File: config.mk
export PLATFORM = sky130hd
export DESIGN_NAME = sar_rx
export DESIGN_NICKNAME = d
export VERILOG_FILES = /design/src/rtl/sar_pkg.sv /design/src/rtl/sar_edge_sync.sv /design/src/rtl/sar_frame_det.sv /design/src/rtl/sar_word_asm.sv /design/src/rtl/sar_rx.sv
export SDC_FILE = /design/constraint.sdc
export NUM_CORES = 1
export LEC_CHECK = 0
export CAP_MARGIN = 20
export CORE_UTILIZATION = 54
export CTS_BUF_LIST = sky130_fd_sc_hd__clkbuf_8
export DETAILED_ROUTE_END_ITERATION = 12
export GPL_ROUTABILITY_DRIVEN = 0
export PLACE_DENSITY = 0.77
export SYNTH_ARGS = -nofsm -noshare
export SYNTH_HDL_FRONTEND = slang
export SYNTH_SLANG_ARGS = --single-unit
File: constraint.sdc
create_clock -name clk -period 4.1 [get_ports clk]
set_clock_uncertainty 0.05 [all_clocks]
set_input_delay 0.41 -clock clk [delete_from_list [all_inputs] [get_ports clk]]
set_output_delay 0.41 -clock clk [all_outputs]
set_load 0.1 [all_outputs]
File: src/rtl/sar_pkg.sv
package sar_pkg;

  // static framing settings, captured after reset
  typedef struct packed {
    logic fall_edge;  // 1: sample on falling bit-clock edge
    logic msb_dly;    // 1: MSB one bit after the framing event
    logic lr_trig;    // 1: left/right transitions frame fields
  } sar_cfg_t;

  // mask of the low bit positions that a field of 'used' bits leaves empty
  // in a word of 'width' bits (left-justified storage)
  function automatic logic [31:0] tail_mask(input int unsigned width,
                                            input int unsigned used);
    logic [31:0] m;
    m = '0;
    for (int i = 0; i < 32; i++) begin
      if ((used <= width) && (i < int'(width - used))) m[i] = 1'b1;
    end
    return m;
  endfunction

endpackage

File: src/rtl/sar_edge_sync.sv
module sar_edge_sync (
  input  logic clk,
  input  logic rst_n,
  input  logic bclk,
  input  logic wclk,
  input  logic lrclk,
  input  logic sdata,
  input  logic fall_edge,
  output logic strobe,
  output logic any_edge,
  output logic s_wclk,
  output logic s_lr,
  output logic s_data
);

  logic b_now, b_old;

  always_ff @(posedge clk) begin
    if (!rst_n) begin
      b_now  <= 1'b0;
      b_old  <= 1'b0;
      s_wclk <= 1'b0;
      s_lr   <= 1'b0;
      s_data <= 1'b0;
    end else begin
      b_now  <= bclk;
      b_old  <= b_now;
      s_wclk <= wclk;
      s_lr   <= lrclk;
      s_data <= sdata;
    end
  end

  assign any_edge = b_now ^ b_old;
  // active edge: the new level is the one the chosen edge ends on
  assign strobe   = any_edge && (b_now == ~fall_edge);

endmodule

File: src/rtl/sar_frame_det.sv
module sar_frame_det (
  input  logic clk,
  input  logic rst_n,
  input  logic strobe,
  input  logic s_wclk,
  input  logic s_lr,
  input  logic lr_trig,
  output logic frame_evt,
  output logic evt_left
);

  logic lr_prev, wc_prev, primed;
  logic lr_change, wc_rise;

  assign lr_change = s_lr ^ lr_prev;
  assign wc_rise   = s_wclk & ~wc_prev;
  assign frame_evt = strobe && primed && (lr_trig ? lr_change : wc_rise);
  assign evt_left  = s_lr;

  always_ff @(posedge clk) begin
    if (!rst_n) begin
      lr_prev <= 1'b0;
      wc_prev <= 1'b0;
      primed  <= 1'b0;
    end else if (strobe) begin
      lr_prev <= s_lr;
      wc_prev <= s_wclk;
      primed  <= 1'b1;
    end
  end

  AST_EVENT_ON_STROBE: assert property (@(posedge clk) disable iff (!rst_n)
    frame_evt |-> strobe);

endmodule

File: src/rtl/sar_word_asm.sv
module sar_word_asm #(
  parameter int WORD_W = 20
) (
  input  logic              clk,
  input  logic              rst_n,
  input  logic              strobe,
  input  logic              s_data,
  input  logic              frame_evt,
  input  logic              evt_left,
  input  logic              msb_dly,
  output logic [WORD_W-1:0] word_o,
  output logic              valid_o,
  output logic              left_o
);
  import sar_pkg::*;

  localparam int CNT_W = $clog2(WORD_W + 1);
  localparam logic [CNT_W-1:0] FULL = CNT_W'(WORD_W);
  localparam logic [CNT_W-1:0] LAST = CNT_W'(WORD_W - 1);

  logic [WORD_W-1:0] shreg, ins_word;
  logic [CNT_W-1:0]  bit_cnt, out_cnt;
  logic              active, cur_left;
  logic              field_open;   // field still waiting for bits
  logic [WORD_W-1:0] pad_mask;

  // word with the current bit placed at its left-justified position
  always_comb begin
    ins_word = shreg;
    if (bit_cnt < FULL) ins_word[LAST - bit_cnt] = s_data;
  end

  assign field_open = active && (bit_cnt != '0) && (bit_cnt != FULL);

  always_ff @(posedge clk) begin
    if (!rst_n) begin
      shreg    <= '0;
      bit_cnt  <= '0;
      active   <= 1'b0;
      cur_left <= 1'b0;
      word_o   <= '0;
      valid_o  <= 1'b0;
      left_o   <= 1'b0;
      out_cnt  <= '0;
    end else begin
      valid_o <= 1'b0;
      if (strobe) begin
        if (frame_evt) begin
          if (field_open) begin
            word_o  <= shreg;
            left_o  <= cur_left;
            out_cnt <= bit_cnt;
            valid_o <= 1'b1;
          end
          active   <= 1'b1;
          cur_left <= evt_left;
          if (msb_dly) begin
            shreg   <= '0;
            bit_cnt <= '0;
          end else begin
            shreg              <= '0;
            shreg[WORD_W-1]    <= s_data;
            bit_cnt            <= CNT_W'(1);
          end
        end else if (active && (bit_cnt < FULL)) begin
          shreg   <= ins_word;
          bit_cnt <= bit_cnt + CNT_W'(1);
          if (bit_cnt == LAST) begin
            word_o  <= ins_word;
            left_o  <= cur_left;
            out_cnt <= FULL;
            valid_o <= 1'b1;
          end
        end
      end
    end
  end

  assign pad_mask = tail_mask(WORD_W, int'(out_cnt))[WORD_W-1:0];

  AST_PAD_ZERO: assert property (@(posedge clk) disable iff (!rst_n)
    valid_o |-> ((word_o & pad_mask) == '0));
  AST_CNT_BOUND: assert property (@(posedge clk) disable iff (!rst_n)
    bit_cnt <= FULL);
  AST_DISCARD_TAIL: assert property (@(posedge clk) disable iff (!rst_n)
    (bit_cnt == FULL) && strobe && !frame_evt |=> (bit_cnt == FULL) && !valid_o);
  AST_DELAY_FIRST: assert property (@(posedge clk) disable iff (!rst_n)
    frame_evt && msb_dly |=> (bit_cnt == '0));
  AST_EMIT_CAUSE: assert property (@(posedge clk) disable iff (!rst_n)
    $rose(valid_o) |-> $past(strobe));

endmodule

File: src/rtl/sar_rx.sv
module sar_rx #(
  parameter int WORD_W = 20
) (
  input  logic              clk,
  input  logic              rst_n,
  input  logic              bclk,
  input  logic              wclk,
  input  logic              lrclk,
  input  logic              sdata,
  input  logic              cfg_fall_edge,
  input  logic              cfg_msb_dly,
  input  logic              cfg_lr_trig,
  output logic [WORD_W-1:0] smp_word,
  output logic              smp_valid,
  output logic              smp_left
);
  import sar_pkg::*;

  sar_cfg_t cfg_q;
  logic     armed;
  logic     strobe, any_edge, s_wclk, s_lr, s_data;
  logic     frame_evt, evt_left;

  // settings follow the pins until the first bit-clock transition
  always_ff @(posedge clk) begin
    if (!rst_n) begin
      armed <= 1'b1;
      cfg_q <= '0;
    end else if (armed) begin
      cfg_q <= '{fall_edge: cfg_fall_edge, msb_dly: cfg_msb_dly, lr_trig: cfg_lr_trig};
      if (any_edge) armed <= 1'b0;
    end
  end

  sar_edge_sync u_sync (
    .clk      (clk),
    .rst_n    (rst_n),
    .bclk     (bclk),
    .wclk     (wclk),
    .lrclk    (lrclk),
    .sdata    (sdata),
    .fall_edge(cfg_q.fall_edge),
    .strobe   (strobe),
    .any_edge (any_edge),
    .s_wclk   (s_wclk),
    .s_lr     (s_lr),
    .s_data   (s_data)
  );

  sar_frame_det u_frame (
    .clk      (clk),
    .rst_n    (rst_n),
    .strobe   (strobe),
    .s_wclk   (s_wclk),
    .s_lr     (s_lr),
    .lr_trig  (cfg_q.lr_trig),
    .frame_evt(frame_evt),
    .evt_left (evt_left)
  );

  sar_word_asm #(.WORD_W(WORD_W)) u_asm (
    .clk      (clk),
    .rst_n    (rst_n),
    .strobe   (strobe),
    .s_data   (s_data),
    .frame_evt(frame_evt),
    .evt_left (evt_left),
    .msb_dly  (cfg_q.msb_dly),
    .word_o   (smp_word),
    .valid_o  (smp_valid),
    .left_o   (smp_left)
  );

  AST_CFG_HOLD: assert property (@(posedge clk) disable iff (!rst_n)
    !armed |=> $stable(cfg_q));
  AST_VALID_PULSE: assert property (@(posedge clk) disable iff (!rst_n)
    smp_valid |=> !smp_valid);
  AST_RESET_QUIET: assert property (@(posedge clk)
    $past(!rst_n) |-> !smp_valid);

endmodule

After elaboration in Yosys (flattened, before gate mapping)
Cells that the tools add are included.

Flip-flop bits (word level): 61. Output and inout bits: 22. Input bits: 9. Word-level logic and storage cells: 72.

Multiplexer cells: 25. Equality and inequality tests: 4. Add/sub/neg operators: 2. $lt $le $gt $ge: 3. Reductions and logical operators: 14. Bitwise operators: 5.

Operators by type and width (count): 20-bit two-way mux (8); 20-bit bitwise mux (1); 1-bit two-way mux (13); 5-bit two-way mux (2); 1-bit logical AND (7); 5-bit by 6-bit < comparator with 1-bit output (second input constant) (1); 2-bit AND reduction (3); 5-bit by 1-bit adder with 5-bit output (second input constant) (1); 1-bit demux with 5-bit select (1); 5-bit == test (second input constant) (1); 5-bit by 1-bit greater-or-equal comparator with 1-bit output (second input constant) (1); 5-bit < comparator (second input constant) (1); 5-bit inequality test (second input constant) (1); 5-bit nonzero test (1); 5-bit subtractor (first input constant) (1); 4-bit AND reduction (1); 2-bit nonzero test (2); 2-bit by 1-bit inequality test with 1-bit output (second input constant) (1); 1-bit NOT (2); 1-bit bitwise XOR (2); 1-bit bitwise AND (1); 1-bit == test (1).

Depth between registers and ports, before layout
Word-level depth: 10. Depth in mapped cells: 9. Depth with buffers taken out: 8.

By module
From an unflattened synthesis, not the netlist that was laid out.

Cells, all modules: 337. Area, all modules: 3151.8 um^2.

By module, submodules not included: sar_word_asm (area each 2716.4 um^2, instances 1, cells an instance 298); sar_edge_sync (area each 162.7 um^2, instances 1, cells an instance 14); sar_rx (area each 137.6 um^2, instances 1, cells an instance 12); sar_frame_det (area each 135.1 um^2, instances 1, cells an instance 13).

Worst setup path before layout
Ideal clock, no wire load.

Kind: flip-flop to flip-flop. From: reg u_asm.bit_cnt[2]. To: reg u_asm.word_o[1]. Clock period less this slack: 2086 ps. Data arrival time: 1904 ps. Setup slack: 2014 ps. Stages on the path, launching flop included: 9. Data required time: 3917 ps. Path buffers: 0. Cells stage by stage: dfxtp_1 > inv_1 > ha_1 > nor2_1 > o21ai_0 > a31oi_1 > nand2_1 > mux2i_1 > a21oi_1.

Word-level cells in the longest chain between the ends: 10. Elaborated cells on any way between the ends: 22. Those cells by class: add/sub (1); order compare (3); eq/ne (3); mux (7); reduce/logical (8).

Ends and longest elaborated chain: start, declared (RTL line sar_word_asm.sv:22) `logic [CNT_W-1:0] bit_cnt, out_cnt;`; start signal, assigned (RTL line sar_word_asm.sv:67) `bit_cnt <= bit_cnt + CNT_W'(1);`; 5-bit subtractor (RTL line sar_word_asm.sv:30) `if (bit_cnt < FULL) ins_word[LAST - bit_cnt] = s_data;`; 5-bit by 6-bit < comparator with 1-bit output (not written as such) or 5-bit by 1-bit greater-or-equal comparator with 1-bit output (tied branches) (RTL line sar_word_asm.sv:30); 1-bit logical AND (not written as such) (RTL line sar_word_asm.sv:30); 1-bit two-way mux (not written as such) (RTL line sar_word_asm.sv:30); 1-bit demux with 5-bit select; 20-bit bitwise mux (RTL line sar_word_asm.sv:30); 20-bit two-way mux (RTL line sar_word_asm.sv:30); 20-bit two-way mux (RTL line sar_word_asm.sv:68) `if (bit_cnt == LAST) begin`; 20-bit two-way mux (RTL line sar_word_asm.sv:65) `end else if (active && (bit_cnt < FULL)) begin`; 20-bit two-way mux (RTL line sar_word_asm.sv:48) `if (frame_evt) begin`; end signal, assigned (RTL line sar_word_asm.sv:50) `word_o <= shreg;`; end signal, assigned (RTL line sar_word_asm.sv:69) `word_o <= ins_word;`; end, declared (RTL line sar_word_asm.sv:11) `output logic [WORD_W-1:0] word_o,`.

Parallel ways exist; a longest one is shown, timed or not. The select of a mux whose other input is x is not followed. A chain may end at the register's enable or synchronous reset.

Worst setup path in the final report
From: reg u_asm.bit_cnt[2]. To: reg u_asm.word_o[19].

Same word-level chain as after synthesis.

==> flow_summary.ini <==
[critical_path]
start_kind = flip-flop
cp_data_arrival_time_ns = 3.08
cp_max_fo = 26
worstRegToRegCells = 9
crit_type = flip-flop to flip-flop
reg2reg_slack_ns = 1.24
rr_endpoint = u_asm.word_o[19]
critPathSlowestCell = a21boi_2
crit_chain = inv_1, ha_1, nor2b_1, a32oi_1, nand4_1, a21boi_2, buf_4, o21ai_0, a31oi_1
timing.critical_path.required_ns = 4.32
critPathCaptureType = flip-flop
reg2reg_from = u_asm.bit_cnt[2]
slowest_delay_ns = 0.58

[sta]
relSlewSlack_pct = 35.0
rsz0062_at_grt = false
setup_violations = 0
maxSlewViolCount = 0
finalSetupTns_ns = 0
hold_viol = 0
max_freq_mhz = 349
post-route-period-util_pct = 69.9
worst_pin_slew_ns = 0.972
period_needed_ns = 2.86

[logic_synthesis]
post_synth.cell_area_avg_sq_um = 8.48
synthCells = 336
yosys_warnings = 0
synthesis.nets = 352
ys_seq_area_share_pct = 42.9
syn_area_sq_mm = 0.00285
ys_types = 41
synth-seq-cells = 61

[power_and_ir_drop]
irDropWorstVdd_mv = 0.215
leakage_nw = 1.26
power.density_mw_per_mm2 = 359

[detailed_routing]
wire_per_inst_um = 14.7
routed_wl_mm = 6.35
avgViaCountPerCell = 5.63
drtAntennaViolNets = 0
dr.pass1.iters = 4
num_vias = 2427
drc = 0
drt_iter0_markers = 193

[clocking]
cts_resized = 0
cts_root_buf = clkbuf_8
cts_hold_buf = 0
htree_levels = 3
clock_path_buffers = 2
cts_tree = done
cts_sinks = 61
cts_setup_buffers = 0
clk_latency_ns = 0.35
path_clk_slew_ns = 0.07
cts_buffers = 9

[grt]
grt_pass1_wl_mm = 10.4
grt_pass1_vias = 2233
overflow = 0
grt_max_degree = 34
antenna_found_initial = 0
track_usage_pct = 25.2

[floorplanning]
core.rowCount = 26
io_pins = 31
initial_core_util_pct = 55.8
die_h_um = 74.6
die_x_um = 74.6
dieArea_sq_mm = 0.00557
core_area_sq_mm = 0.00511

[place]
dpl.cell_count = 417
hpwl_mm = 4.13
numPortBuffers = 30

[layout]
fin_cells = 431
n_antenna_cell = 0
synthToLayoutAreaGrowth_pct = 17.9
num-fill-cells = 436
postLayoutCoreUtil_pct = 65.8
drive_gt1_share_pct = 6.65
finalNetCount = 374

[min_path]
holdPathStages = 2
min_from = u_asm.shreg[6]
min_to = u_asm.word_o[6]
worstHoldPathType = flip-flop to flip-flop

[run]
drv_cap = 0

[run_status]
status = complete, no violations
[critical path: cells and delay by family (launching register included)]
family / cells / cell delay [ns]
and+or+nand+nor: 2 / 0.31
buffers and inverters: 2 / 0.56
AOI/OAI and AO/OA: 4 / 1.02
DFF: 1 / 0.50
adders and majority gates: 1 / 0.32
[cells in the final DEF (no fill, tap or decap), drive strengths merged, types with 2 or more instances in the layout]
master / n
ha: 7
clkbuf: 12
nor2b: 7
and3: 3
xor2: 2
inv: 8
nor3b: 3
buf: 2
xnor2: 5
nand4: 2
o21ai: 52
o21a: 2
nand2: 30
clkdlybuf4s50: 30
nand3: 21
mux2i: 16
o211ai: 2
a21oi: 34
a31oi: 4
dfxtp: 61
and2: 8
nor3: 3
or3: 7
a21boi: 13
nand3b: 2
a21o: 3
nor2: 15
[synth_stat cells, drive strengths merged]
| cell | number | share of area, % |
|---|---|---|
| xor2 | 2 | 0.61 |
| nor3b | 3 | 0.79 |
| and3 | 3 | 0.66 |
| o211ai | 2 | 0.53 |
| and2 | 8 | 1.8 |
| xnor2 | 5 | 1.5 |
| a32oi | 1 | 0.31 |
| a21oi | 34 | 6.0 |
| a31oi | 4 | 0.88 |
| nor3 | 3 | 0.53 |
| nand2 | 30 | 4.1 |
| nand3b | 2 | 0.53 |
| nor2b | 7 | 1.5 |
| a211oi | 1 | 0.70 |
| clkbuf | 17 | 2.3 |
| or3 | 7 | 1.5 |
| inv | 7 | 0.92 |
| nor2 | 15 | 2.1 |
| o21a | 2 | 0.53 |
| nand4 | 2 | 0.44 |
| ha | 7 | 3.1 |
| o211a | 1 | 0.35 |
| buf | 4 | 0.92 |
| a21o | 3 | 0.79 |
| or3b | 1 | 0.40 |
| o21ai | 52 | 9.3 |
| nand3 | 21 | 4.1 |
| mux2i | 16 | 5.6 |
| and3b | 1 | 0.31 |
| a21boi | 13 | 3.6 |
| dfxtp | 61 | 43 |
| nor4 | 1 | 0.44 |
[worst max path at each step]
stage / from / endpoint / cells after the start
2_1_floorplan: u_asm.bit_cnt[2] / u_asm.word_o[1] / 8
3_5_place_dp: u_asm.bit_cnt[2] / u_asm.word_o[19] / 9
3_3_place_gp: u_asm.bit_cnt[2] / u_asm.word_o[19] / 9
5_1_grt: u_asm.bit_cnt[2] / u_asm.word_o[17] / 9
6_report: u_asm.bit_cnt[2] / u_asm.word_o[19] / 9
4_1_cts: u_asm.bit_cnt[2] / u_asm.word_o[19] / 9
[stage by stage]
stage	worst slack, ns	cell area (sq um)	hold slack [ns]	power [mW]
2_1_floorplan	2.01	2850	0.385	0.652
3_3_place_gp	1.45	3160	0.403	0.667
3_5_place_dp	1.34	3160	0.405	0.668
4_1_cts	1.31	3360	0.425	1.21
5_1_grt	1.07	3360	0.447	1.24
6_report	1.24	3360	0.430	1.21
[report_power, final]
group          internal [mW]  leakage (nW)  switching (mW)
clock                  0.322         0.106           0.229
combinational         0.0215         0.661          0.0244
sequential             0.600         0.494         0.00981
[routing by layer]
metal	global-route usage, %	up-vias	routed length [um]
met5	0	-	0
met4	13.0	0	138
met2	38.8	62	2870
met1	32.6	1123	3050
met3	6.56	13	293
li1	-	1229	-
[state kept, by name, summed over array words and instances (netlist names)]
register	flops
u_asm.shreg	20
u_asm.word_o	20
u_asm.bit_cnt	5
cfg_q	3
armed	1
u_asm.active	1
u_asm.cur_left	1
u_asm.left_o	1
u_asm.valid_o	1
u_frame.lr_prev	1
u_frame.primed	1
u_frame.wc_prev	1
u_sync.b_now	1
u_sync.b_old	1
u_sync.s_data	1
u_sync.s_lr	1
u_sync.s_wclk	1
[kinds of logic after synthesis]
family	share of synthesized area (%)
adder cells (fa/ha/maj)	3.07
buffers and inverters	4.17
AO/OA/AOI/OAI	22.9
AND/OR/NAND/NOR	19.2
flip-flops	42.9
multiplexers	5.62
XOR/XNOR	2.15
[area by class of cell]
| class | instances | area (sq um) | share of cell area (%) |
|---|---|---|---|
| clock buffers | 12 | 165 | 4.92 |
| clock inverters | 2 | 33.8 | 1.01 |
| repair buffers | 32 | 315 | 9.39 |
| flip-flops and latches | 61 | 1220 | 36.4 |
| well taps | 70 | 87.6 | 2.61 |
| inverters | 7 | 26.3 | 0.782 |
| multi-input cells | 247 | 1510 | 44.9 |
(Power assumes the default switching activity.)
